### src/rtl/pwr_wake_guard.sv
module pwr_wake_guard #(
  parameter int CLK_HZ   = 125_000_000,
  parameter int NAP_NS   = 100,
  parameter int STBY_NS  = 200_000
) (
  input  logic clk,
  input  logic rst_n,
  input  logic nap_i,
  input  logic stby_i,
  input  logic ext_ref_i,
  input  logic conv_req_i,
  output logic ref_pwr_en_o,
  output logic core_pwr_en_o,
  output logic ready_o,
  output logic conv_go_o,
  output logic early_err_o
);

  localparam longint NS_PER_S = 64'd1_000_000_000;
  localparam longint NAP_L  = (longint'(CLK_HZ) * longint'(NAP_NS)  + NS_PER_S - 1) / NS_PER_S;
  localparam longint STBY_L = (longint'(CLK_HZ) * longint'(STBY_NS) + NS_PER_S - 1) / NS_PER_S;
  localparam int NAP_CYC  = (NAP_L  < 1) ? 1 : int'(NAP_L);
  localparam int STBY_CYC = (STBY_L < 1) ? 1 : int'(STBY_L);
  localparam int MAX_CYC  = (STBY_CYC > NAP_CYC) ? STBY_CYC : NAP_CYC;
  localparam int CW       = $clog2(MAX_CYC + 1);

  typedef enum logic [1:0] {S_RUN, S_NAP, S_STBY, S_WAKE} pstate_t;

  pstate_t        state;
  logic [CW-1:0]  cnt;
  logic           ref_cold;
  logic           err_q;

  assign ref_pwr_en_o  = (state != S_STBY);
  assign core_pwr_en_o = (state == S_RUN) || (state == S_WAKE);
  assign ready_o       = (state == S_RUN);
  assign conv_go_o     = conv_req_i && ready_o;
  assign early_err_o   = err_q;

  always_ff @(posedge clk or negedge rst_n) begin
    if (!rst_n) begin
      err_q <= 1'b0;
    end else if (conv_go_o) begin
      err_q <= 1'b0;
    end else if (conv_req_i) begin
      err_q <= 1'b1;
    end
  end

  always_ff @(posedge clk or negedge rst_n) begin
    if (!rst_n) begin
      state    <= S_STBY;
      cnt      <= '0;
      ref_cold <= 1'b1;
    end else if (stby_i) begin
      state    <= S_STBY;
      ref_cold <= 1'b1;
    end else if (nap_i) begin
      state <= S_NAP;
    end else begin
      case (state)
        S_NAP, S_STBY: begin
          state <= S_WAKE;
          cnt   <= (ref_cold && !ext_ref_i) ? CW'(STBY_CYC) : CW'(NAP_CYC);
        end
        S_WAKE: begin
          if (cnt <= CW'(1)) begin
            state    <= S_RUN;
            ref_cold <= 1'b0;
          end else begin
            cnt <= cnt - CW'(1);
          end
        end
        default: state <= S_RUN;
      endcase
    end
  end

endmodule

### config.mk
export PLATFORM = sky130hd
export DESIGN_NAME = pwr_wake_guard
export DESIGN_NICKNAME = d
export VERILOG_FILES = /design/src/rtl/pwr_wake_guard.sv
export SDC_FILE = /design/constraint.sdc
export NUM_CORES = 1
export LEC_CHECK = 0
export ABC_AREA = 1
export BUFFER_PORTS_ARGS = -buffer_cell sky130_fd_sc_hd__buf_2
export CORE_MARGIN = 5
export CORE_UTILIZATION = 43
export DETAILED_ROUTE_END_ITERATION = 10
export GPL_ROUTABILITY_DRIVEN = 0
export PLACE_DENSITY = 0.66
export SKIP_LAST_GASP = 1
export SLEW_MARGIN = 10
export SYNTH_ARGS = -nofsm -noshare
export SYNTH_HDL_FRONTEND = slang
export SYNTH_SLANG_ARGS = --single-unit
### constraint.sdc
create_clock -name clk -period 1.7 [get_ports clk]
set_input_delay 0.255 -clock clk [delete_from_list [all_inputs] [get_ports clk]]
set_output_delay 0.255 -clock clk [all_outputs]
set_load 0.05 [all_outputs]
==> metrics.txt, run 1 <==
clk buf depth=2; top cell type by total area after synthesis=dfrtp_1; post-synthesis cell type count=27; HP Class=input port to flip-flop; synthesized area=1400 sq um; initial antenna violation count=0; Starting Density=45.3%; core area=roughly 3100 sq um; RSZ-0062 raised after global routing=true; Synth Area in Adders=4.48%; most frequent cells in the layout=58 x nand2_1, 28 x nor2_1, 20 x inv_1, 17 x nand3_1, 16 x dfrtp_1; Port-buffer cells=10; worst slew pin tran=458 ps; Pre-antenna DRT Iters=4; synthesis-stage register bit count=19; final std cells w/o fill=between 200 and 300; Yosys top cell area share=30.5%; worst-skew pair later-pin latency=310 ps; post-synthesis xor/xnor area fraction=2.51%; Overflow after GRT=0; Buf+Inv Stages, Crit Path=3; sequential area share after synthesis=34.3%; vias in the first global route=about 1100; Initial DRC Count=78; pwr dens=between 1000 and 1500 nW/um^2; post-synthesis compound-gate area fraction=8.61%; fin crit share=a little over nine tenths; min Tclk post-route=1640 ps; # diodes=0; Setup CP Type=flip-flop to primary output; crit-path max FO=3; Routed Antenna Nets=0; I/O Pins=11; main combinational cell family by area after synthesis=simple AND/OR/NAND/NOR gates; hpwl dp=2.19 mm; fin area=1650 sq um; origin of the worst min-delay path=conv_req_i; CTS root buf=clkbuf_4; worst path required time=1440 ps; GRT Util Overall=15.4%; Setup crit end kind=primary output; CTS sink cnt=19; worst rel slew slack=69.5%; DR DRC count=0; largest net degree at the start of global routing=23; arrival time worst endpoint=1390 ps; post-DR wirelength/cell=~12 um; CP cell instances=inv_2 > ha_4 > inv_4 > buf_8; Reg-to-Reg Start=state[1]; fin util=53.6%; Startpoint Class=flip-flop; # setup viols final=0; final wirelength=~3.2 mm; H-tree Lvls=1; outcome=finished clean; Worst path top cell family by delay=flip-flops; Final #Nets=230; slowest CP cell=dfstp_2; R2R Setup Slk=90 ps; RR Endpoint=state[0]; Vias=1266; Max rail drop VDD=0.000712 V; ratio of cells with drive above 1 in the final layout=a little over a quarter; P_leak=between 0.8 and 0.9 nW; DP Area=1510 sq um; skew final=7.10 ps; Worst path max stage delay=570 ps; drt via density=4.83; max_cap viols=0; Num CTS Buffers=3; Std-Cell Rows=20; Synth warnings=0; first-pass GRT wire length=5.29 mm; die extent in y=67.0 um; most common cell after layout, fill and taps aside=nand2_1; Final Max Slew Viols=0; achievable frequency=609 MHz; Die Area=around 4500 sq um; Syn Area/Cell=roughly 7 sq um; Post-Synthesis Cells=199; Reg clk slew, reported paths=120 ps; Worst Hold Depth=3; hold path endpoint=early_err_o; post-synthesis mux area share=0%; DIE WIDTH=about 67 um; CTS tree=built; Placed Instances=255; Reg2Reg Depth=7; Simple-Gate Fraction of Synth Area=41.3%; Synthesized Nets=210; Synth-to-Final Area Change=18.2%; Fin. Hold Viols=0; top cells by area, synth=dfrtp_1 30%, nand2_1 16%, nor2_1 7.8%
-- through the flow --
| stage | setup WS, ps | setup TNS, ps | power, W | hold slack [ps] |
|---|---|---|---|---|
| floorplan | 94.6 | 0 | 0.00184 | -40.6 |
| global placement | 101 | 0 | 0.00209 | 229 |
| detailed placement | 72.0 | 0 | 0.00210 | 234 |
| CTS | 7.68 | 0 | 0.00237 | 177 |
| global route | -15.3 | -38.2 | 0.00270 | 185 |
| finish | 56.7 | 0 | 0.00245 | 193 |
-- layout make-up --
| cell class | instances | area (sq um) |
|---|---|---|
| clock buffer | 3 | 22.5 |
| fill | 292 | 1430 |
| tap | 44 | 55.1 |
| sequential | 19 | 479 |
| multi-input combinational | 153 | 862 |
| timing repair buffer | 18 | 133 |
| inverter | 24 | 92.6 |
| clock inverter | 1 | 5.00 |
-- synthesized netlist by cell type, drive strengths merged --
cell     n
nand2   66
nor2    33
inv     24
nand3   20
dfrtp   17
o21ai   13
ha       5
nor3     5
buf      3
xor2     3
a21oi    2
dfstp    2
a22oi    1
clkbuf   1
nand4    1
nor3b    1
o211ai   1
xnor2    1
-- worst max-delay path by stage --
stage,to,from,cells after the start
detailed placement,cnt[9],cnt[1],8
global placement,cnt[8],cnt[2],8
floorplan,conv_go_o,state[0],4
finish,core_pwr_en_o,state[1],4
CTS,core_pwr_en_o,state[1],4
global route,core_pwr_en_o,state[1],4
-- worst reg2reg max path: cells and delay by family (launching register included) --
kind | cells | cell delay, ps
buf+inv | 2 | 260
flops | 1 | 570
fa+ha+maj | 1 | 190
simple gates | 3 | 400
compound gates | 1 | 80
-- routing by layer --
layer / part of all wire [%] / track usage [%]
met2: 48 / 24.1
met1: 47 / 21.4
met5: 0 / 0
met4: 0.82 / 3.04
met3: 4.2 / 3.71
-- state kept, by name, summed over array words and instances (netlist names) --
register and count:
ref_cold 1, cnt 15, state 2, early_err_o 1
-- kinds of logic (layout without fill, tap and decap cells) --
group | Yosys count | in the layout
and+or+nand+nor | 126 | 127
buffers and inverters | 28 | 46
DFF | 19 | 19
AOI/OAI and AO/OA | 17 | 17
adders and majority gates | 5 | 5
xor gates and xnor gates | 4 | 4
-- power breakdown --
part	switching [W]	internal [W]	total (W)
registers	0.000194	0.000599	0.000793
clock network	0.000156	0.0000881	0.000244
logic	0.000892	0.000523	0.00141
total	0.00124	0.00121	0.00245
-- what timing repair did --
item	in CTS	in global routing
resized for setup	3	17
gates cloned	0	1
pin swaps	0	2
hold buffers	1	0
endpoints found under the setup margin	1	17
endpoints found under the hold margin	17	0
setup buffers	0	1
(Power assumes the default switching activity.)
==> run 2: changes to the inputs <==
--- a/config.mk
+++ b/config.mk
@@ -6,12 +6,10 @@
 export NUM_CORES = 1
 export LEC_CHECK = 0
 export ABC_AREA = 1
-export BUFFER_PORTS_ARGS = -buffer_cell sky130_fd_sc_hd__buf_2
+export BUFFER_PORTS_ARGS = -buffer_cell sky130_fd_sc_hd__buf_4
 export CORE_MARGIN = 5
 export CORE_UTILIZATION = 43
 export DETAILED_ROUTE_END_ITERATION = 10
-export GPL_ROUTABILITY_DRIVEN = 0
-export PLACE_DENSITY = 0.66
 export SKIP_LAST_GASP = 1
 export SLEW_MARGIN = 10
 export SYNTH_ARGS = -nofsm -noshare
==> metrics.txt, run 2 (same netlist as run 1, synthesis figures left out) <==
most frequent cells in the layout=58 x nand2_1, 28 x nor2_1, 20 x inv_1, 17 x nand3_1, 16 x buf_4; Overflow after GRT=0; Worst path top cell family by delay=flip-flops; worst slew pin tran=273 ps; Setup crit end kind=primary output; # diodes=0; DIE WIDTH=67.0 um; # setup viols final=0; skew final=slightly above 5 ps; Initial DRC Count=68; crit-path max FO=3; Die Area=around 4500 sq um; hpwl dp=approximately 2.4 mm; ratio of cells with drive above 1 in the final layout=25.8%; max reg flops=15; Std-Cell Rows=20; Starting Density=45.3%; die extent in y=roughly 67 um; initial antenna violation count=0; core area=between 3000 and 4000 sq um; final wirelength=3.19 mm; Max rail drop VDD=0.000676 V; P_leak=0.818 nW; Startpoint Class=flip-flop; Reg clk slew, reported paths=110 ps; Reg2Reg Depth=7; footprint of the multi-input gates=833 sq um; Overall Power=0.00245 W; Worst path max stage delay=570 ps; Top reg by flops=cnt; register area=480 sq um; DR DRC count=0; number of fill cells=294; largest net degree at the start of global routing=23; outcome=finished clean; CTS tree=built; R2R Setup Slk=100 ps; Synth-to-Final Area Change=16.9%; fin crit share=96.1%; biggest regs=cnt: 15 flops, state: 2 flops; origin of the worst min-delay path=conv_req_i; Pre-antenna DRT Iters=4; Port-buffer cells=10; RR Endpoint=state[0]; arrival time worst endpoint=1380 ps; Fin. Hold Viols=0; clk buf depth=2; worst rel slew slack=between 80 and 90%; Routed Antenna Nets=0; HP Class=input port to flip-flop; Reg-to-Reg Start=state[1]; achievable frequency=612 MHz; GRT Util Overall=16.8%; most common cell after layout, fill and taps aside=nand2_1; CP cell instances=inv_2 > ha_4 > inv_2 > buf_8; post-DR wirelength/cell=12.2 um; first-pass GRT wire length=5.73 mm; Final #Nets=229; CTS sink cnt=19; pwr dens=1500 nW/um^2; Final TNS setup=0 ps; Worst Hold Depth=4; final std cells w/o fill=261; Vias=about 1300; Setup CP Type=flip-flop to primary output; worst path required time=~1400 ps; Final Max Slew Viols=0; RSZ-0062 raised after global routing=true; vias in the first global route=1271; Buf+Inv Stages, Crit Path=3; I/O Pins=11; hold path endpoint=early_err_o; slowest CP cell=dfstp_2; H-tree Lvls=1; worst-skew pair later-pin latency=~310 ps; drt via density=4.97; Placed Instances=254; Num CTS Buffers=3; placer's final routability congestion estimate=approximately 0.87; max_cap viols=0; min Tclk post-route=around 1600 ps; CP most frequent cell=inv_2; CTS root buf=clkbuf_4
[run 2: changes by cell type in the layout (fill, tap and decap cells not counted), sizes merged]
cell | previous run | this run
clkbuf | 3 | 4
clkinv | 1 | 0
nand2 | 67 | 66
[run 2: how the worst max path moves through the flow]
stage,start,end,slack (ps),cells past startpoint
finish,state[1],core_pwr_en_o,70,4
CTS,state[1],core_pwr_en_o,20,4
floorplan,state[0],conv_go_o,90,4
detailed placement,cnt[1],cnt[8],40,8
global route,cnt[1],cnt[14],-30,11
global placement,state[1],cnt[9],80,7
[run 2: power by group]
group / internal (W) / switching, W / leakage, nW / total (W)
registers: 0.000602 / 0.000196 / 0.237 / 0.000798
clock network: 0.0000919 / 0.000155 / 0.0150 / 0.000247
logic: 0.000525 / 0.000884 / 0.566 / 0.00141
total: 0.00122 / 0.00124 / 0.818 / 0.00245
[run 2: worst register-to-register path, stage by stage, from the launching register on]
cell,delay (ps)
dfstp_2,570
ha_1,180
inv_2,60
nor3_4,160
nand3_2,170
buf_4,200
o211ai_1,80
nand2_1,80
[run 2: layer usage]
layer	routed length, um	part of all wire (%)	up-vias	GRT usage (%)
li1	-	-	667	-
met1	1470	46	603	20.8
met2	1550	49	21	29.0
met3	97	3.0	7	2.70
met4	61	1.9	0	6.33
met5	0	0	-	0
[run 2: layout make-up]
class                           instances  area share (%)
Multi-Input combinational cell        152            51.1
Sequential cell                        19            29.5
Inverter                               24            5.53
Tap cell                               44            3.38
Timing Repair Buffer                   18            8.90
Clock buffer                            4            1.61
[run 2: through the flow]
step / util (%) / cell area (sq um) / worst slack, ps / hold WS (ps)
after floorplan: - / 1400 / 94.6 / -40.6
after global placement: 49.7 / 1530 / 82.5 / 147
after detailed placement: 49.7 / 1530 / 43.8 / 148
after CTS: 51.7 / 1590 / 15.6 / 211
after global routing: 53.0 / 1630 / -27.6 / 228
final: 53.0 / 1630 / 65.5 / 215
[run 2: what timing repair did]
| item | in CTS | in global routing |
|---|---|---|
| pin swaps | 0 | 1 |
| setup buffers | 0 | 2 |
| setup endpoints to repair | 3 | 18 |
| hold buffers | 1 | 0 |
| gates resized for setup | 3 | 9 |
| endpoints found under the hold margin | 17 | 0 |
==> run 3: changes to the inputs <==
--- a/config.mk
+++ b/config.mk
@@ -5,7 +5,6 @@
 export SDC_FILE = /design/constraint.sdc
 export NUM_CORES = 1
 export LEC_CHECK = 0
-export ABC_AREA = 1
 export BUFFER_PORTS_ARGS = -buffer_cell sky130_fd_sc_hd__buf_4
 export CORE_MARGIN = 5
 export CORE_UTILIZATION = 43
@@ -15,3 +14,4 @@
 export SYNTH_ARGS = -nofsm -noshare
 export SYNTH_HDL_FRONTEND = slang
 export SYNTH_SLANG_ARGS = --single-unit
+export TNS_END_PERCENT = 1
==> metrics.txt, run 3 <==
RSZ-0062 raised after global routing=true; worst rel slew slack=a little over two thirds; Routed Antenna Nets=0; origin of the worst min-delay path=conv_req_i; Final Max Slew Viols=0; Yosys top cell area share=37.1%; Max rail drop VDD=roughly 0.00086 V; share of power burned in registers=32.8%; achievable frequency=roughly 520 MHz; PostCTS Resize Cnt=0; hpwl dp=between 2 and 2.5 mm; Final #Nets=182; Setup CP Type=flip-flop to flip-flop; DP Area=1520 sq um; setup ws final=-230 ps; Synth-to-Final Area Change=36.1%; worst path required time=1930 ps; top cells by area, synth=dfrtp_1 37%, ha_1 5.5%, o21ai_0 4.8%; Vias=1089; CP startpoint=cnt[8]; DIE WIDTH=61.6 um; Synth Flop Type=dfrtp_1; Reg-to-Reg Start=cnt[8]; post-synthesis cell type count=43; async set or reset register ratio after synthesis=100%; Starting Density=about 45%; worst slew pin tran=453 ps; max reg flops=15; clock power share=about an eighth; fin crit share=114%; post-DR wirelength/cell=13.5 um; count leader, synth=dfrtp_1; Overall Power=roughly 0.002 W; slowest CP cell=or4_4; Setup crit end kind=flip-flop; skew final=4.01 ps; first-pass GRT wire length=4.71 mm; clk buf depth=2; Psw=0.000779 W; synthesis-stage register bit count=19; GRT Util Overall=16.8%; sequential area share after synthesis=between 40% and 50%; I/O Pins=11; Initial DRC Count=37; Top reg by flops=cnt; CTS root buf=clkbuf_4; worst-skew pair later-pin latency=around 300 ps; fin area=1560 sq um; drt via density=5.45; Std-Cell Rows=18; final std cells w/o fill=200; Die Area=roughly 3800 sq um; Switching Fraction=39.0%; arrival time worst endpoint=2160 ps; CTS tree=built; Post-synth EDFFs=0; H-tree Lvls=1; die extent in y=61.6 um; crit-path max FO=3; Post-Synthesis Cells=124; initial antenna violation count=0; Port-buffer cells=10; # setup viols final=19; Placed Instances=195; # diodes=0; placer's final routability congestion estimate=0.829; Reg clk slew, reported paths=110 ps; Worst path max stage delay=550 ps; HP Class=input port to flip-flop; Num CTS Buffers=3; largest net degree at the start of global routing=20; pwr dens=1280 nW/um^2; CTS sink cnt=19; Overflow after GRT=0; Worst path top cell family by delay=simple AND/OR/NAND/NOR gates; Synth warnings=0; Buf+Inv Stages, Crit Path=1; CP cell instances=or4_4 > buf_4 > nor2_2 > nand2_1 > or4_1 > a21oi_1; violated checks=negative setup slack; Post-synth top cells=17 x dfrtp_1, 11 x nand2_1, 11 x o21ai_0; min Tclk post-route=1930 ps; Internal=roughly 0.0012 W; core area=2520 sq um; biggest regs=cnt: 15 flops, state: 2 flops; Post-Route Hold Slack=138 ps; outcome=complete, but fails checks; DR DRC count=0; final wirelength=between 2 and 3 mm; most common cell after layout, fill and taps aside=buf_4; max_cap viols=0; Syn Area/Cell=9.24 sq um; Startpoint Class=flip-flop; most frequent cells in the layout=42 x buf_4, 17 x dfrtp_1, 11 x nand2_1, 10 x inv_1, 10 x o21ai_0; Fin. Hold Viols=0; synthesized area=1150 sq um; ratio of cells with drive above 1 in the final layout=35.3%; Logic pwr share=55.4%; top cell type by total area after synthesis=dfrtp_1; Post-CTS Setup Repair Bufs=0; Final TNS setup=-3400 ps; vias in the first global route=1054; Pre-antenna DRT Iters=4; P_leak=0.752 nW; Synthesized Nets=about 140
-- run 3: changes by cell type after synthesis, sizes merged, moves of 3 or more --
cell and delta:
a21oi +4, xor2 -3, nand3 -18, a21o +3, mux2i +4, inv -14, or4 +3, nand2 -55
a31oi +5, nor2 -25
-- run 3: layout make-up --
cell class                 instances  area [sq um]
sequential                        19           478
multi-input combinational         92           616
fill                             240           962
timing repair buffer              45           365
tap                               30          37.5
clock buffer                       4          26.3
inverter                          10          37.5
-- run 3: cell families after synthesis --
group / share of synthesized area, %
buf+inv: 5.02
flops: 41.7
mux: 3.49
fa+ha+maj: 5.46
compound gates: 22.7
simple gates: 21.6
-- run 3: path summary, 6_finish.rpt --
| path | to | cells after the start | slack [ps] |
|---|---|---|---|
| worst max-delay path | cnt[12] | 6 | -230 |
| worst min-delay path | early_err_o | 2 | 140 |
| worst max register to register | cnt[12] | 6 | -230 |
| worst min register to register | early_err_o | 2 | 530 |
| max in group asynchronous | state[1] | 2 | 1080 |
| min in group asynchronous | cnt[12] | 2 | 350 |
-- run 3: stage by stage --
stage	utilization (%)	setup slack, ps
after floorplan	-	-99.2
after global placement	60.4	-177
after detailed placement	60.4	-222
after CTS	61.9	-248
after global routing	61.9	-379
final	61.9	-230
-- run 3: per-layer routing --
layer  vias up  GRT usage, %  part of all wire [%]
met4         0          6.36                  0.70
met3         2          2.52                   3.8
met5         -             0                     0
li1        549             -                     -
met1       521          22.0                    48
met2        17          28.0                    48
-- run 3: power by group through the flow --
stage | clock, W | sequential, W | combinational [W]
floorplan | 0 | 0.000709 | 0.000555
global placement | 0 | 0.000658 | 0.00108
detailed placement | 0 | 0.000667 | 0.00110
CTS | 0.000248 | 0.000658 | 0.00111
global route | 0.000267 | 0.000668 | 0.00124
finish | 0.000236 | 0.000655 | 0.00111
-- run 3: what timing repair did --
item                                    in CTS  in global routing
hold buffers                                 1                  0
endpoints found under the setup margin      19                 20
hold endpoints to repair                    17                  0
